## config.mk

```make
export PLATFORM = sky130hd
export DESIGN_NAME = intr_hold_gate
export DESIGN_NICKNAME = d
export VERILOG_FILES = /design/src/rtl/intr_hold_pkg.sv /design/src/rtl/hold_counter.sv /design/src/rtl/prio_gate.sv /design/src/rtl/intr_hold_gate.sv
export SDC_FILE = /design/constraint.sdc
export NUM_CORES = 1
export LEC_CHECK = 0
export ABC_CLOCK_PERIOD_IN_PS = 1500
export BUFFER_PORTS_ARGS = -buffer_cell sky130_fd_sc_hd__buf_2
export CORE_UTILIZATION = 35
export CTS_CLUSTER_DIAMETER = 150
export DETAILED_ROUTE_END_ITERATION = 7
export GPL_TIMING_DRIVEN = 0
export PLACE_DENSITY = 0.69
export SLEW_MARGIN = 10
export SYNTH_ARGS = -nofsm -noshare
export SYNTH_HDL_FRONTEND = slang
export SYNTH_SLANG_ARGS = --single-unit
export TNS_END_PERCENT = 10
```

## constraint.sdc

```tcl
create_clock -name clk -period 1.5 [get_ports clk]
set_input_delay 0.15 -clock clk [delete_from_list [all_inputs] [get_ports clk]]
set_output_delay 0.15 -clock clk [all_outputs]
set_load 0.02 [all_outputs]
```

## src/rtl/intr_hold_pkg.sv

```systemverilog
package intr_hold_pkg;

  typedef enum logic [1:0] {
    LANE_OFF      = 2'd0,
    LANE_MASKABLE = 2'd1,
    LANE_NMI      = 2'd2
  } lane_class_e;

  // Classify a priority level; top_level is the highest encodable level.
  function automatic lane_class_e classify(input logic [7:0] prio, input logic [7:0] top_level);
    if (prio == top_level)  return LANE_NMI;
    else if (prio == 8'd0)  return LANE_OFF;
    else                    return LANE_MASKABLE;
  endfunction

endpackage

```

## src/rtl/hold_counter.sv

```systemverilog
module hold_counter #(
  parameter int unsigned CNT_W = 14
) (
  input  logic             clk,
  input  logic             rst,
  input  logic             step,
  input  logic             load,
  input  logic [CNT_W-1:0] load_val,
  input  logic             clear,
  output logic [CNT_W-1:0] cnt_q,
  output logic             active_q
);

  localparam logic [CNT_W-1:0] ONE = CNT_W'(1);

  always_ff @(posedge clk) begin
    if (rst) begin
      cnt_q    <= '0;
      active_q <= 1'b0;
    end else if (load) begin
      cnt_q    <= load_val;
      active_q <= |load_val;
    end else if (clear) begin
      cnt_q    <= '0;
      active_q <= 1'b0;
    end else if (step && active_q) begin
      cnt_q    <= cnt_q - ONE;
      active_q <= (cnt_q != ONE);
    end
  end

endmodule

```

## src/rtl/prio_gate.sv

```systemverilog
module prio_gate
  import intr_hold_pkg::*;
#(
  parameter int unsigned NUM_IRQ = 8,
  parameter int unsigned PRIO_W  = 3
) (
  input  logic                      clk,
  input  logic                      rst,
  input  logic                      block,
  input  logic [NUM_IRQ-1:0]        irq_req,
  input  logic [NUM_IRQ*PRIO_W-1:0] irq_prio,
  output logic [NUM_IRQ-1:0]        irq_out
);

  localparam logic [7:0] TOP_LVL = 8'((1 << PRIO_W) - 1);

  logic [NUM_IRQ-1:0] pass_d;

  for (genvar g = 0; g < NUM_IRQ; g++) begin : g_lane
    lane_class_e cls;
    assign cls = classify(8'(irq_prio[g*PRIO_W +: PRIO_W]), TOP_LVL);
    always_comb begin
      unique case (cls)
        LANE_NMI:      pass_d[g] = irq_req[g];
        LANE_MASKABLE: pass_d[g] = irq_req[g] & ~block;
        default:       pass_d[g] = 1'b0;
      endcase
    end
  end

  always_ff @(posedge clk) begin
    if (rst) irq_out <= '0;
    else     irq_out <= pass_d;
  end

endmodule

```

## src/rtl/intr_hold_gate.sv

```systemverilog
module intr_hold_gate #(
  parameter int unsigned CNT_W   = 14,
  parameter int unsigned NUM_IRQ = 8,
  parameter int unsigned PRIO_W  = 3
) (
  input  logic                      clk,
  input  logic                      rst,
  input  logic                      instr_valid,
  input  logic                      cyc_en,
  input  logic                      hold_cmd,
  input  logic [CNT_W-1:0]          hold_cnt,
  input  logic                      clr_wr,
  input  logic [NUM_IRQ-1:0]        irq_req,
  input  logic [NUM_IRQ*PRIO_W-1:0] irq_prio,
  output logic [NUM_IRQ-1:0]        irq_out,
  output logic                      hold_active
);

  logic             cmd_fire;
  logic             block_now;
  logic [CNT_W-1:0] cnt_q;

  assign cmd_fire  = instr_valid & cyc_en & hold_cmd;
  assign block_now = cmd_fire | hold_active;

  hold_counter #(.CNT_W(CNT_W)) u_cnt (
    .clk      (clk),
    .rst      (rst),
    .step     (cyc_en),
    .load     (cmd_fire),
    .load_val (hold_cnt),
    .clear    (clr_wr),
    .cnt_q    (cnt_q),
    .active_q (hold_active)
  );

  prio_gate #(.NUM_IRQ(NUM_IRQ), .PRIO_W(PRIO_W)) u_gate (
    .clk      (clk),
    .rst      (rst),
    .block    (block_now),
    .irq_req  (irq_req),
    .irq_prio (irq_prio),
    .irq_out  (irq_out)
  );

endmodule

```

## Word level (Yosys, flattened, before mapping)

Cells that the tools add are included.

- Add/subtract/negate cells: 1
- Bitwise logic cells: 12
- Mux-type cells: 30
- Eq/ne operators: 25
- Reduce and logical (&&, ||, !) cells: 11

Operators by type and width:

| cell | count |
|---|---|
| 14-bit two-way mux | 3 |
| 3-bit == test, second input constant | 8 |
| 3-bit logical NOT | 8 |
| 2-bit by 1-bit == test with 1-bit output, second input constant | 8 |
| 2-bit == test, second input constant | 8 |
| 2-bit two-way mux | 8 |
| 1-bit case mux with 2 select lines | 8 |
| 14-bit by 1-bit != test with 1-bit output, second input constant | 1 |
| 14-bit OR reduction | 1 |
| 14-bit by 1-bit subtractor with 14-bit output, second input constant | 1 |
| 1-bit two-way mux | 11 |
| 1-bit AND | 10 |
| 3-bit nonzero test | 1 |
| 1-bit logical AND | 1 |
| 1-bit NOT | 1 |
| 1-bit bitwise OR | 1 |

- Bits in registers: 23
- Logic and storage cells: 82

## Logic depth before layout (Yosys ltp)

Gate-level depths: netlist of the first run.

- Word-level depth: 6
- Mapped depth: 6
- Depth with buffers taken out: 6

## Hierarchy

Synthesis of the first run repeated with hierarchy kept, for this count alone.

- Cell total of the unflattened synthesis: 173
- Area total of the unflattened synthesis: 1,492.7 um2

By module, submodules not included:

| module | area each (um2) | instances | sequential area each (um2) | cells each |
|---|---|---|---|---|
| hold_counter | 974.7 | 1 | 300.3 | 121 |
| prio_gate | 501.7 | 1 | 160.2 | 50 |
| intr_hold_gate | 16.3 | 1 | 0.0 | 2 |

## Worst setup path before layout of the first run

OpenSTA, ideal clock, no wires.

- Path kind: register to register
- Start point: reg u_cnt.cnt_q[0]
- End point: reg u_cnt.cnt_q[10]
- Stages on the path, launching flop included: 7
- Setup time: 0.092 ns
- Setup slack: -0.061 ns
- Arrival: 1.469 ns
- Cell sequence: dfxtp_1 > inv_1 > ha_1 > nor4b_1 > and2_1 > a32oi_1 > o32ai_1

- Longest elaborated chain between the ends: 4

Ends and longest elaborated chain:

| what | RTL line | source |
|---|---|---|
| from (decl) | hold_counter.sv:10 | `output logic [CNT_W-1:0] cnt_q,` |
| from (signal assigned) | hold_counter.sv:21 | `cnt_q <= load_val;` |
| from (signal assigned) | hold_counter.sv:27 | `cnt_q <= cnt_q - ONE;` |
| 14-bit by 1-bit subtractor with 14-bit output | hold_counter.sv:27 |  |
| 14-bit two-way mux | hold_counter.sv:26 | `end else if (step && active_q) begin` |
| 14-bit two-way mux | hold_counter.sv:23 | `end else if (clear) begin` |
| 14-bit two-way mux | hold_counter.sv:20 | `end else if (load) begin` |

No other way between the ends. The select of a mux whose other input is x is not followed.
A chain may end at the register's enable or synchronous reset.

## Final worst setup path of the first run

- Start point: reg u_cnt.cnt_q[1]
- End point: reg u_cnt.cnt_q[5]

Same word-level chain as after synthesis.

==> metrics.md, run 1 <==
| Metric | Value |
|---|---|
| Status | complete, but fails checks |
| Violated checks | negative setup slack |
| Fin nets | 303 |
| Final core utilization | 52.6% |
| DIE HEIGHT | 66.2 um |
| Mapped Cells | 177 |
| Sw power | 539 uW |
| Sequential area share after synthesis | 31.9% |
| Final TNS setup | -0.100 ns |
| Cell variety after synth | 47 |
| Dpl hpwl | 3140 um |
| Antenna violations before repair | 0 |
| Setup violators final | 3 |
| Die Width | 66.2 um |
| Met2 Resource Use GR | 33.7% |
| Routed Antenna Nets | 0 |
| Most frequent cells in the layout | 65 x buf_2, 18 x dfxtp_1, 17 x a21oi_1, 16 x o21ai_1 |
| Multi-input logic area | 1000 um2 |
| Max cap viols | 0 |
| DRT iter0 DRCs | 71 |
| Share of cells above drive strength 1 | 40.7% |
| Vias in the first global route | 1553 |
| Final WL | 4410 um |
| Reg clk slew, reported paths | 0.09 ns |
| Yosys reg bits | 23 |
| Post-CTS Hold Buffers | 0 |
| GR Overflow Total | 0 |
| Final Hold Viols | 0 |
| Sw Share | 32.7% |
| Crit path cell chain | nor4_4 -> buf_4 -> or3b_1 -> a32oi_1 -> nor2_1 |
| Clock Tree Root | clkbuf_8 |
| Clock Latency Late Sink | 0.27 ns |
| Vias | 1681 |
| Slowest stage delay, CP | 0.38 ns |
| Min Tclk post-route | 1.56 ns |
| CORE AREA | 0.00380 mm2 |
| Max Root-Sink Buffers | 2 |
| Global-route wire length before repair | 7110 um |
| Overall routing resource usage | 21.3% |
| Hold Path Class | input port to register |
| Crit path kind | register to register |
| YS warnings | 0 |
| Grt met3 use | 4.48% |
| Storage element area | 472 um2 |
| Ys async rst share | 0% |
| Crit share post-route | 104% |
| Area grow syn2layout | 38.6% |
| Leakage power | 0.000849 uW |
| WL/cell | 14.9 um |
| Number of flops mapped to enable cells by yosys | 0 |
| FILL cells | 368 |
| PwrDens | 825 mW/mm2 |
| CP Launch Type | register |
| Max VDD drop | 470 uV |
| GRT met1 Usage | 28.7% |
| Critical Path Fanout Max | 4 |
| Timing-limited maximum frequency | 642 MHz |
| Total power | 1650 uW |
| Sink Count | 23 |
| CP max stage cell | dfxtp_4 |
| Std-Cell Rows | 22 |
| Placer Congestion | 0.921 |
| Port Buf Inserts | 59 |
| Number of vias per cell | 5.68 |
| Drt pass-1 iters | 4 |
| CP required | 1.65 ns |
| Cts bufs inserted | 3 |
| DIE AREA | 0.00438 mm2 |
| H-tree Lvls | 1 |
| RSZ-0062 raised after global routing | true |
| I/O pin count | 61 |
| Clock skew | 0.00669 ns |
| CTS tree | yes |
| GR peak layer | met2 |
| Critical path capture point type | register |
| Post-Syn Nets | 231 |
| Clock network power share | 24.2% |
| Synth Flop Type | dfxtp_1 |
| Commonest non-fill, non-tap cell in the layout | buf_2 |
| Reg power frac | 42.5% |
| N_diodes | 0 |
| Largest net degree at the start of global routing | 14 |
| Final setup margin | -0.0587 ns |
| Max-slew headroom | 66.1% |
| Initial core utilization | 37.9% |
| Combinational power share | 33.2% |
| Slew @ Worst Pin | 0.508 ns |
| Mapped cell area | 0.00144 mm2 |
| Mean area per synthesized cell | 8.14 um2 |
| Crit path DAT | 1.71 ns |
| Final number of max-transition violations | 0 |
| Residual DRC | 0 |
| P_int | 1110 uW |
[synthesized netlist by cell type, types with 3 or more instances]
library cell  instances  share of area [%]
nand4_1               5                2.2
o21ai_1              16                5.6
a21o_1                4                2.1
nor4_1                4                1.7
nand2b_1              9                3.9
a22oi_1               3                1.6
nor2_1                9                2.3
a32oi_1               4                2.4
nand2_1               7                1.8
buf_2                 7                2.4
and2_1               10                4.3
nor3_1                4                1.4
inv_1                 4                1.0
dfxtp_1              23                 32
a21oi_1              19                6.6
nand3_1               7                2.4
a211oi_1              4                2.1
[what timing repair did]
item,in CTS,in global routing
endpoints found under the setup margin,10,11
resized for setup,11,15
pin swaps,5,5
buffers inserted,4,4
[logic make-up (layout without fill, tap and decap cells)]
family | after synthesis | count (layout) | synth area share [%]
adders and majority gates | 2 | 2 | 1.74
AOI/OAI and AO/OA | 69 | 69 | 32.6
and+or+nand+nor | 70 | 70 | 29.7
buffers and inverters | 13 | 84 | 3.99
DFF | 23 | 23 | 31.9
[worst paths after layout]
path	start	endpoint	slack, ns	cells past startpoint
max	u_cnt.cnt_q[1]	u_cnt.cnt_q[5]	-0.06	5
max reg2reg	u_cnt.cnt_q[1]	u_cnt.cnt_q[5]	-0.06	5
min reg2reg	u_cnt.cnt_q[0]	u_cnt.cnt_q[0]	0.54	2
min	irq_req[6]	u_gate.irq_out[6]	0.11	3
[power by group through the flow]
stage | registers (uW) | logic (uW) | clock network, uW
final | 702 | 548 | 399
after global routing | 707 | 604 | 436
after CTS | 697 | 494 | 410
after detailed placement | 703 | 439 | 0
after global placement | 703 | 439 | 0
after floorplan | 713 | 268 | 0
[routing by layer]
metal  part of all wire (%)  vias to the layer above  wire, um
li1                       -                      825         -
met5                      0                        -         0
met3                    9.5                        6       419
met1                     45                      757      1990
met2                     44                       93      1930
met4                    1.5                        0        66
[worst max-delay path: cells and delay by family, from the launching register on]
kind	cells	cell delay, ns
buf+inv	1	0.18
simple gates	3	0.70
compound gates	1	0.18
flops	1	0.38
[metrics by stage]
| step | area (um2) | instances | hold WS, ns | setup slack [ns] |
|---|---|---|---|---|
| 2_1_floorplan | 1450 | 177 | 0.279 | -0.0271 |
| 6_report | 2000 | 296 | 0.111 | -0.0587 |
| 3_5_place_dp | 1800 | 284 | 0.397 | -0.185 |
| 5_1_grt | 2000 | 296 | 0.106 | -0.139 |
| 3_3_place_gp | 1800 | 284 | 0.387 | -0.185 |
| 4_1_cts | 1920 | 292 | 0.109 | -0.0312 |
[layout make-up]
cell class	count	share of cell area (%)
plain buffers	9	2.25
repair buffers	67	17.8
multi-input cells	141	50.0
clock buffers	3	2.07
flip-flops and latches	23	23.6
well taps	48	3.01
inverters	4	1.00
clock inverters	1	0.250
[state kept, by name (all words and copies together) (netlist names)]
| signal | count |
|---|---|
| u_gate.irq_out | 8 |
| u_cnt.cnt_q | 14 |
| u_cnt.active_q | 1 |
Power figures use the tool's default switching activity.
==> inputs of run 2 (changes only) <==
Settings changed: ABC_AREA set to 1, PLACE_DENSITY 0.69 to 0.68.
==> run 2 against run 1 <==
The flow now finishes without violations; clock-buffer cell count is the same; design area shrank 2.5%; global-route usage shrank 3.1 points; clock skew is essentially flat; sequential share of layout area is essentially flat; via count shrank 0.59%; sequential power grew 0.6%; combinational power shrank 4.0%; synthesized cell count grew 28%; utilization shrank 5.3 points; cell count grew 15%; area after synthesis grew 6.8%; critical endpoint is now u_cnt.cnt_q[12]; highest routed layer unchanged.
==> metrics.md, run 2 <==
| Metric | Value |
|---|---|
| Status | finished clean |
| I/O pin count | 61 (unchanged) |
| Mapped cell area | 0.00154 mm2 (+6.8%) |
| PwrDens | 837 mW/mm2 (+1.5%) |
| Share of cells above drive strength 1 | 30.9% (-9.8 points) |
| Cell variety after synth | 32 (-32%) |
| YS warnings | 0 (unchanged) |
| Share of the synthesized area in the top cell type | 29.9% (-2.0 points) |
| Post-synth top area cell | dfxtp_1 |
| Antenna violations before repair | 0 (unchanged) |
| Timing-limited maximum frequency | 780 MHz (+22%) |
| Largest Register | u_cnt.cnt_q |
| Fin nets | 346 (+14%) |
| DRT iter0 DRCs | 79 (+11%) |
| Sink Count | 23 (unchanged) |
| Post-CTS Setup Bufs | 0 (-4) |
| Clock skew | 0.00657 ns (-0.000120 ns) |
| Placed cell areas | 0.00190 mm2 (+5.5%) |
| Initial core utilization | 37.4% (-0.55 points) |
| RSZ-0062 raised after global routing | false |
| Global-route wire length before repair | 6380 um (-10%) |
| CP Launch Type | register |
| Drt pass-1 iters | 4 (unchanged) |
| Dpl hpwl | 3160 um (+0.60%) |
| Max reg flops | 14 (unchanged) |
| Final Hold Viols | 0 (unchanged) |
| GR Overflow Total | 0 (unchanged) |
| Routed Antenna Nets | 0 (unchanged) |
| Crit path DAT | 1.49 ns (-0.22 ns) |
| DIE HEIGHT | 68.3 um (+3.2%) |
| N_diodes | 0 (unchanged) |
| WL/cell | 11.8 um (-21%) |
| CTS tree | yes |
| Hold Path Class | input port to register |
| Die Width | 68.3 um (+3.2%) |
| Sw Share | 35.3% (+2.6 points) |
| Clock Tree Root | clkbuf_8 |
| CORE AREA | 0.00412 mm2 (+8.3%) |
| Residual DRC | 0 (unchanged) |
| Port Buf Inserts | 60 (+1.7%) |
| Clock network power share | 24.5% (+0.3 points) |
| Crit share post-route | 85.5% (-18 points) |
| Slew @ Worst Pin | 0.508 ns (+0.0000850 ns) |
| Setup violators final | 0 (-3) |
| Sw power | 576 uW (+6.9%) |
| Max Root-Sink Buffers | 2 (unchanged) |
| Critical path capture point type | register |
| Top Registers | u_cnt.cnt_q x14, u_gate.irq_out x8, u_cnt.active_q x1 |
| Sequential area share after synthesis | 29.9% (-2.0 points) |
| Area grow syn2layout | 26.6% |
| Max cap viols | 0 (unchanged) |
| Placed cells | 337 (+19%) |
| Commonest non-fill, non-tap cell in the layout | buf_2 |
| CTS resizes | 0 (-11) |
| Post-Layout Inst Area | 0.00195 mm2 (-2.5%) |
| Final TNS setup | 0 ns (+0.100 ns) |
| Placer Congestion | 0.808 (-12%) |
| Crit path kind | register to register |
| Combinational power share | 32.3% (-0.9 points) |
| Leakage power | 0.000952 uW (+12%) |
| P_int | 1060 uW (-5.0%) |
| H-tree Lvls | 1 (unchanged) |
| Final number of max-transition violations | 0 (unchanged) |
| Max VDD drop | 331 uV (-30%) |
| Min Tclk post-route | 1.28 ns (-0.276 ns) |
| Top-count cell post-synth | inv_1 |
| CP required | 1.71 ns (+0.06 ns) |
| Reg clk slew, reported paths | 0.09 ns (about the same) |
| Reg power frac | 43.3% (+0.8 points) |
| Most frequent cells in the layout | 61 x buf_2, 37 x inv_1, 35 x nand2_1, 29 x nand3_1, 23 x dfxtp_1 |
| Clock Latency Late Sink | 0.27 ns (about the same) |
| Max-slew headroom | 66.1% (about the same) |
| Largest net degree at the start of global routing | 14 (unchanged) |
| Post-Syn Nets | 281 (+22%) |
| Vias in the first global route | 1397 (-10%) |
| Cts bufs inserted | 3 (unchanged) |
| Post-synth top cells | 37 x inv_1, 35 x nand2_1, 29 x nand3_1 |
| Number of flops mapped to enable cells by yosys | 0 (unchanged) |
| Number of vias per cell | 4.90 (-14%) |
| Top area cells in the synthesized netlist | dfxtp_1 30%, nand3_1 9.4%, inv_1 9.0% |
| Mapped Cells | 227 (+28%) |
| Mean area per synthesized cell | 6.78 um2 (-17%) |
| Std-Cell Rows | 23 (+4.5%) |
| Ys async rst share | 0% (unchanged) |
| DIE AREA | 0.00467 mm2 (+6.6%) |
| Overall routing resource usage | 18.1% (-3.1 points) |
| Synth Flop Type | dfxtp_1 |
| Post-route insts no fill | 341 (+15%) |
| Critical Path Fanout Max | 5 (+1) |
| Post-CTS Hold Buffers | 0 (unchanged) |
| Vias | 1671 (-0.59%) |
| Final WL | 4020 um (-8.8%) |
| Yosys reg bits | 23 (unchanged) |
[run 2: cell types whose count changed after synthesis, moves of 5 or more]
| cell | change |
|---|---|
| nand2_1 | +28 |
| nand2b_1 | -9 |
| nor2_2 | +5 |
| o21ai_0 | +11 |
| and2_1 | -9 |
| buf_2 | -6 |
| inv_1 | +33 |
| o311ai_0 | +6 |
| nand3_1 | +22 |
[run 2: cell families after synthesis]
kind of cell / Yosys count / share of synthesized area (%)
simple gates: 95 / 32.1
compound gates: 60 / 22.8
buf+inv: 46 / 13.0
flops: 23 / 29.9
fa+ha+maj: 2 / 1.63
xor+xnor: 1 / 0.569
[run 2: final timing paths]
path | end | depth (start not counted) | slack, ns | from
setup / recovery | u_cnt.cnt_q[12] | 8 | 0.22 | u_cnt.cnt_q[0]
hold / removal | u_gate.irq_out[3] | 3 | 0.11 | irq_prio[11]
setup reg to reg | u_cnt.cnt_q[12] | 8 | 0.22 | u_cnt.cnt_q[0]
hold reg to reg | u_cnt.cnt_q[0] | 2 | 0.56 | u_cnt.cnt_q[0]
[run 2: power by group through the flow]
| stage | Combinational [uW] | Sequential (uW) | Clock (uW) |
|---|---|---|---|
| final | 526 | 706 | 399 |
| after global routing | 598 | 714 | 438 |
| after CTS | 529 | 705 | 405 |
| after global placement | 517 | 719 | 0 |
| after floorplan | 348 | 729 | 0 |
| after detailed placement | 526 | 719 | 0 |
[run 2: metal layers]
| metal | GRT usage (%) | vias to the layer above | part of all wire [%] |
|---|---|---|---|
| met5 | 0 | - | 0 |
| met4 | 7.29 | 0 | 1.2 |
| met3 | 1.33 | 4 | 3.7 |
| met2 | 28.8 | 36 | 49 |
| met1 | 25.1 | 750 | 46 |
| li1 | - | 881 | - |
[run 2: worst max-delay path, cell delays in order (launching register included)]
cell and delay, ns:
dfxtp_1 0.34, inv_2 0.09, ha_1 0.26, nand2_4 0.12, nor2_4 0.14, nand2_1 0.06, nand2_1 0.05, nand3_1 0.06
a21oi_1 0.11
[run 2: stage by stage]
step / hold slack (ns) / setup WS (ns) / total power, uW / util, %
after global routing: 0.124 / 0.0893 / 1750 / 47.3
after CTS: 0.112 / 0.199 / 1640 / 47.3
final: 0.110 / 0.217 / 1630 / 47.3
after global placement: 0.388 / 0.251 / 1240 / 46.2
after floorplan: 0.280 / 0.353 / 1080 / -
after detailed placement: 0.399 / 0.217 / 1240 / 46.2
[run 2: area by class of cell]
class                      instances  area, um2
inverter                          40        153
fill                             452       2170
clock buffer                       3       41.3
buffer                             6       47.5
clock inverter                     1       5.00
timing repair buffer              60        300
tap                               50       62.6
multi-input combinational        158        878
sequential                        23        460
==> inputs of run 3 (changes only) <==
Settings changed: CAP_MARGIN set to 5, CTS_BUF_LIST set to sky130_fd_sc_hd__clkbuf_16, SLEW_MARGIN 10 to unset.
==> run 3 against run 2 <==
Design area up 1.7%; die area unchanged; utilization up 0.82 points; clock-buffer cell count unchanged; power up 12%; clock power up 49%.
==> metrics.md, run 3 (same netlist as run 2, synthesis figures left out) <==
| Metric | Value |
|---|---|
| DRT iter0 DRCs | 88 (+11%) |
| Critical R2R Launch | u_cnt.cnt_q[0] |
| Clock network power share | 32.4% (+7.9 points) |
| Crit share post-route | 85.6% (+0.095 points) |
| DIE HEIGHT | 68.3 um (unchanged) |
| Vias in the first global route | 1431 (+2.4%) |
| I/O pin count | 61 (unchanged) |
| P_int | 1230 uW (+16%) |
| Critical Path Fanout Max | 5 (unchanged) |
| RSZ-0062 raised after global routing | false |
| Clock skew | 0.00396 ns (-0.00261 ns) |
| N_diodes | 0 (unchanged) |
| Critical hold path startpoint | irq_prio[11] |
| Setup violators final | 0 (unchanged) |
| Min Tclk post-route | 1.28 ns (+0.00143 ns) |
| Commonest non-fill, non-tap cell in the layout | buf_2 |
| Multi-input logic area | 878 um2 (unchanged) |
| Post-CTS Setup Bufs | 0 (unchanged) |
| Status | finished clean |
| Max VDD drop | 474 uV (+43%) |
| Top Registers | u_cnt.cnt_q x14, u_gate.irq_out x8, u_cnt.active_q x1 |
| Die Width | 68.3 um (unchanged) |
| Dpl hpwl | 3160 um (unchanged) |
| Flop2flop setup slack | 0.22 ns (about the same) |
| Post-CTS Hold Buffers | 0 (unchanged) |
| Max-slew headroom | 67.4% (+1.3 points) |
| Timing-limited maximum frequency | 779 MHz (-0.11%) |
| Sink Count | 23 (unchanged) |
| Combinational power share | 28.9% (-3.4 points) |
| Clock Tree Root | clkbuf_16 |
| Final TNS setup | 0 ns (unchanged) |
| H-tree Lvls | 1 (unchanged) |
| Vias | 1676 (+0.30%) |
| CP required | 1.70 ns (about the same) |
| Final number of max-transition violations | 0 (unchanged) |
| Global-route wire length before repair | 6530 um (+2.4%) |
| Crit path DAT | 1.48 ns (about the same) |
| Initial core utilization | 37.4% (unchanged) |
| Number of vias per cell | 4.91 (+0.30%) |
| Fin nets | 346 (unchanged) |
| Slew @ Worst Pin | 0.489 ns (-0.0192 ns) |
| Critical path capture point type | register |
| FF-to-FF path depth | 8 (unchanged) |
| Final WL | 4080 um (+1.4%) |
| CORE AREA | 0.00412 mm2 (unchanged) |
| Drt pass-1 iters | 4 (unchanged) |
| Hold Slack | 0.123 ns (+0.0132 ns) |
| Std-Cell Rows | 23 (unchanged) |
| Sw power | 599 uW (+4.0%) |
| Area grow syn2layout | 28.8% |
| R2R Path End | u_cnt.cnt_q[12] |
| Final Hold Viols | 0 (unchanged) |
| Max cap viols | 0 (unchanged) |
| Residual DRC | 0 (unchanged) |
| Storage element area | 460 um2 (unchanged) |
| GR Overflow Total | 0 (unchanged) |
| CP Launch Type | register |
| CTS resizes | 0 (unchanged) |
| CTS tree | yes |
| Max Root-Sink Buffers | 2 (unchanged) |
| FILL cells | 443 (-2.0%) |
| Hold path depth | 3 (unchanged) |
| Sw Share | 32.8% (-2.5 points) |
| PwrDens | 923 mW/mm2 (+10%) |
| Hold Path Class | input port to register |
| Crit path kind | register to register |
| Hold endpoint | u_gate.irq_out[3] |
| Routed Antenna Nets | 0 (unchanged) |
| Placer Congestion | 0.808 (unchanged) |
| Antenna violations before repair | 0 (unchanged) |
| Clock Latency Late Sink | 0.26 ns (about the same) |
| Largest net degree at the start of global routing | 14 (unchanged) |
| Cts bufs inserted | 3 (unchanged) |
| WL/cell | 12.0 um (+1.4%) |
| Reg power frac | 38.7% (-4.6 points) |
| Max reg flops | 14 (unchanged) |
| Reg clk slew, reported paths | 0.06 ns (-0.03 ns) |
| Port Buf Inserts | 60 (unchanged) |
| Leakage power | 0.000967 uW (+1.6%) |
| Overall routing resource usage | 18.6% (+0.48 points) |
| Share of cells above drive strength 1 | 30.9% (unchanged) |
| Most frequent cells in the layout | 61 x buf_2, 37 x inv_1, 35 x nand2_1, 29 x nand3_1, 23 x dfxtp_1 |
| Largest Register | u_cnt.cnt_q |
| DIE AREA | 0.00467 mm2 (unchanged) |
-- run 3: cell counts in the layout (fill, tap and decap cells not counted) --
No cell type changed its count.
-- run 3: power by group through the flow --
stage | Combinational [uW] | Clock, uW | Sequential, uW
4_1_cts | 531 | 600 | 706
2_1_floorplan | 348 | 0 | 729
3_3_place_gp | 517 | 0 | 719
6_report | 529 | 593 | 707
3_5_place_dp | 526 | 0 | 719
5_1_grt | 601 | 627 | 715
-- run 3: worst max-delay path by stage --
stage / endpoint / startpoint / slack [ns]
global placement: u_cnt.cnt_q[12] / u_cnt.cnt_q[0] / 0.25
global route: u_cnt.cnt_q[12] / u_cnt.cnt_q[1] / 0.1
detailed placement: u_cnt.cnt_q[12] / u_cnt.cnt_q[0] / 0.22
floorplan: u_cnt.cnt_q[12] / u_cnt.cnt_q[0] / 0.35
CTS: u_cnt.cnt_q[12] / u_cnt.cnt_q[0] / 0.20
finish: u_cnt.cnt_q[12] / u_cnt.cnt_q[0] / 0.22
-- run 3: metrics by stage --
step / utilization, % / area, um2 / total power [uW] / worst slack (ns) / cells
floorplan: - / 1540 / 1080 / 0.353 / 227
global placement: 46.2 / 1900 / 1240 / 0.251 / 337
detailed placement: 46.2 / 1900 / 1240 / 0.217 / 337
CTS: 48.2 / 1980 / 1840 / 0.202 / 341
global route: 48.2 / 1980 / 1940 / 0.0953 / 341
finish: 48.2 / 1980 / 1830 / 0.216 / 341
-- run 3: layout make-up --
type	instances	area share, %
plain buffers	6	2.40
clock buffers	3	3.79
clock inverters	1	0.253
inverters	40	7.70
multi-input cells	158	44.3
flip-flops and latches	23	23.2
well taps	50	3.16
repair buffers	60	15.2
-- run 3: worst max-delay path, cell delays in order, from the launching register on --
cell	delay [ns]
dfxtp_1	0.33
inv_2	0.09
ha_1	0.25
nand2_4	0.12
nor2_4	0.14
nand2_1	0.06
nand2_1	0.06
nand3_1	0.06
a21oi_1	0.12
-- run 3: metal layers --
layer  routed length (um)  up-vias  track usage [%]
li1                     -      882                -
met2                 2040       36             30.1
met1                 1820      753             24.6
met3                  168        5             2.83
met4                   53        0             7.03
met5                    0        -                0
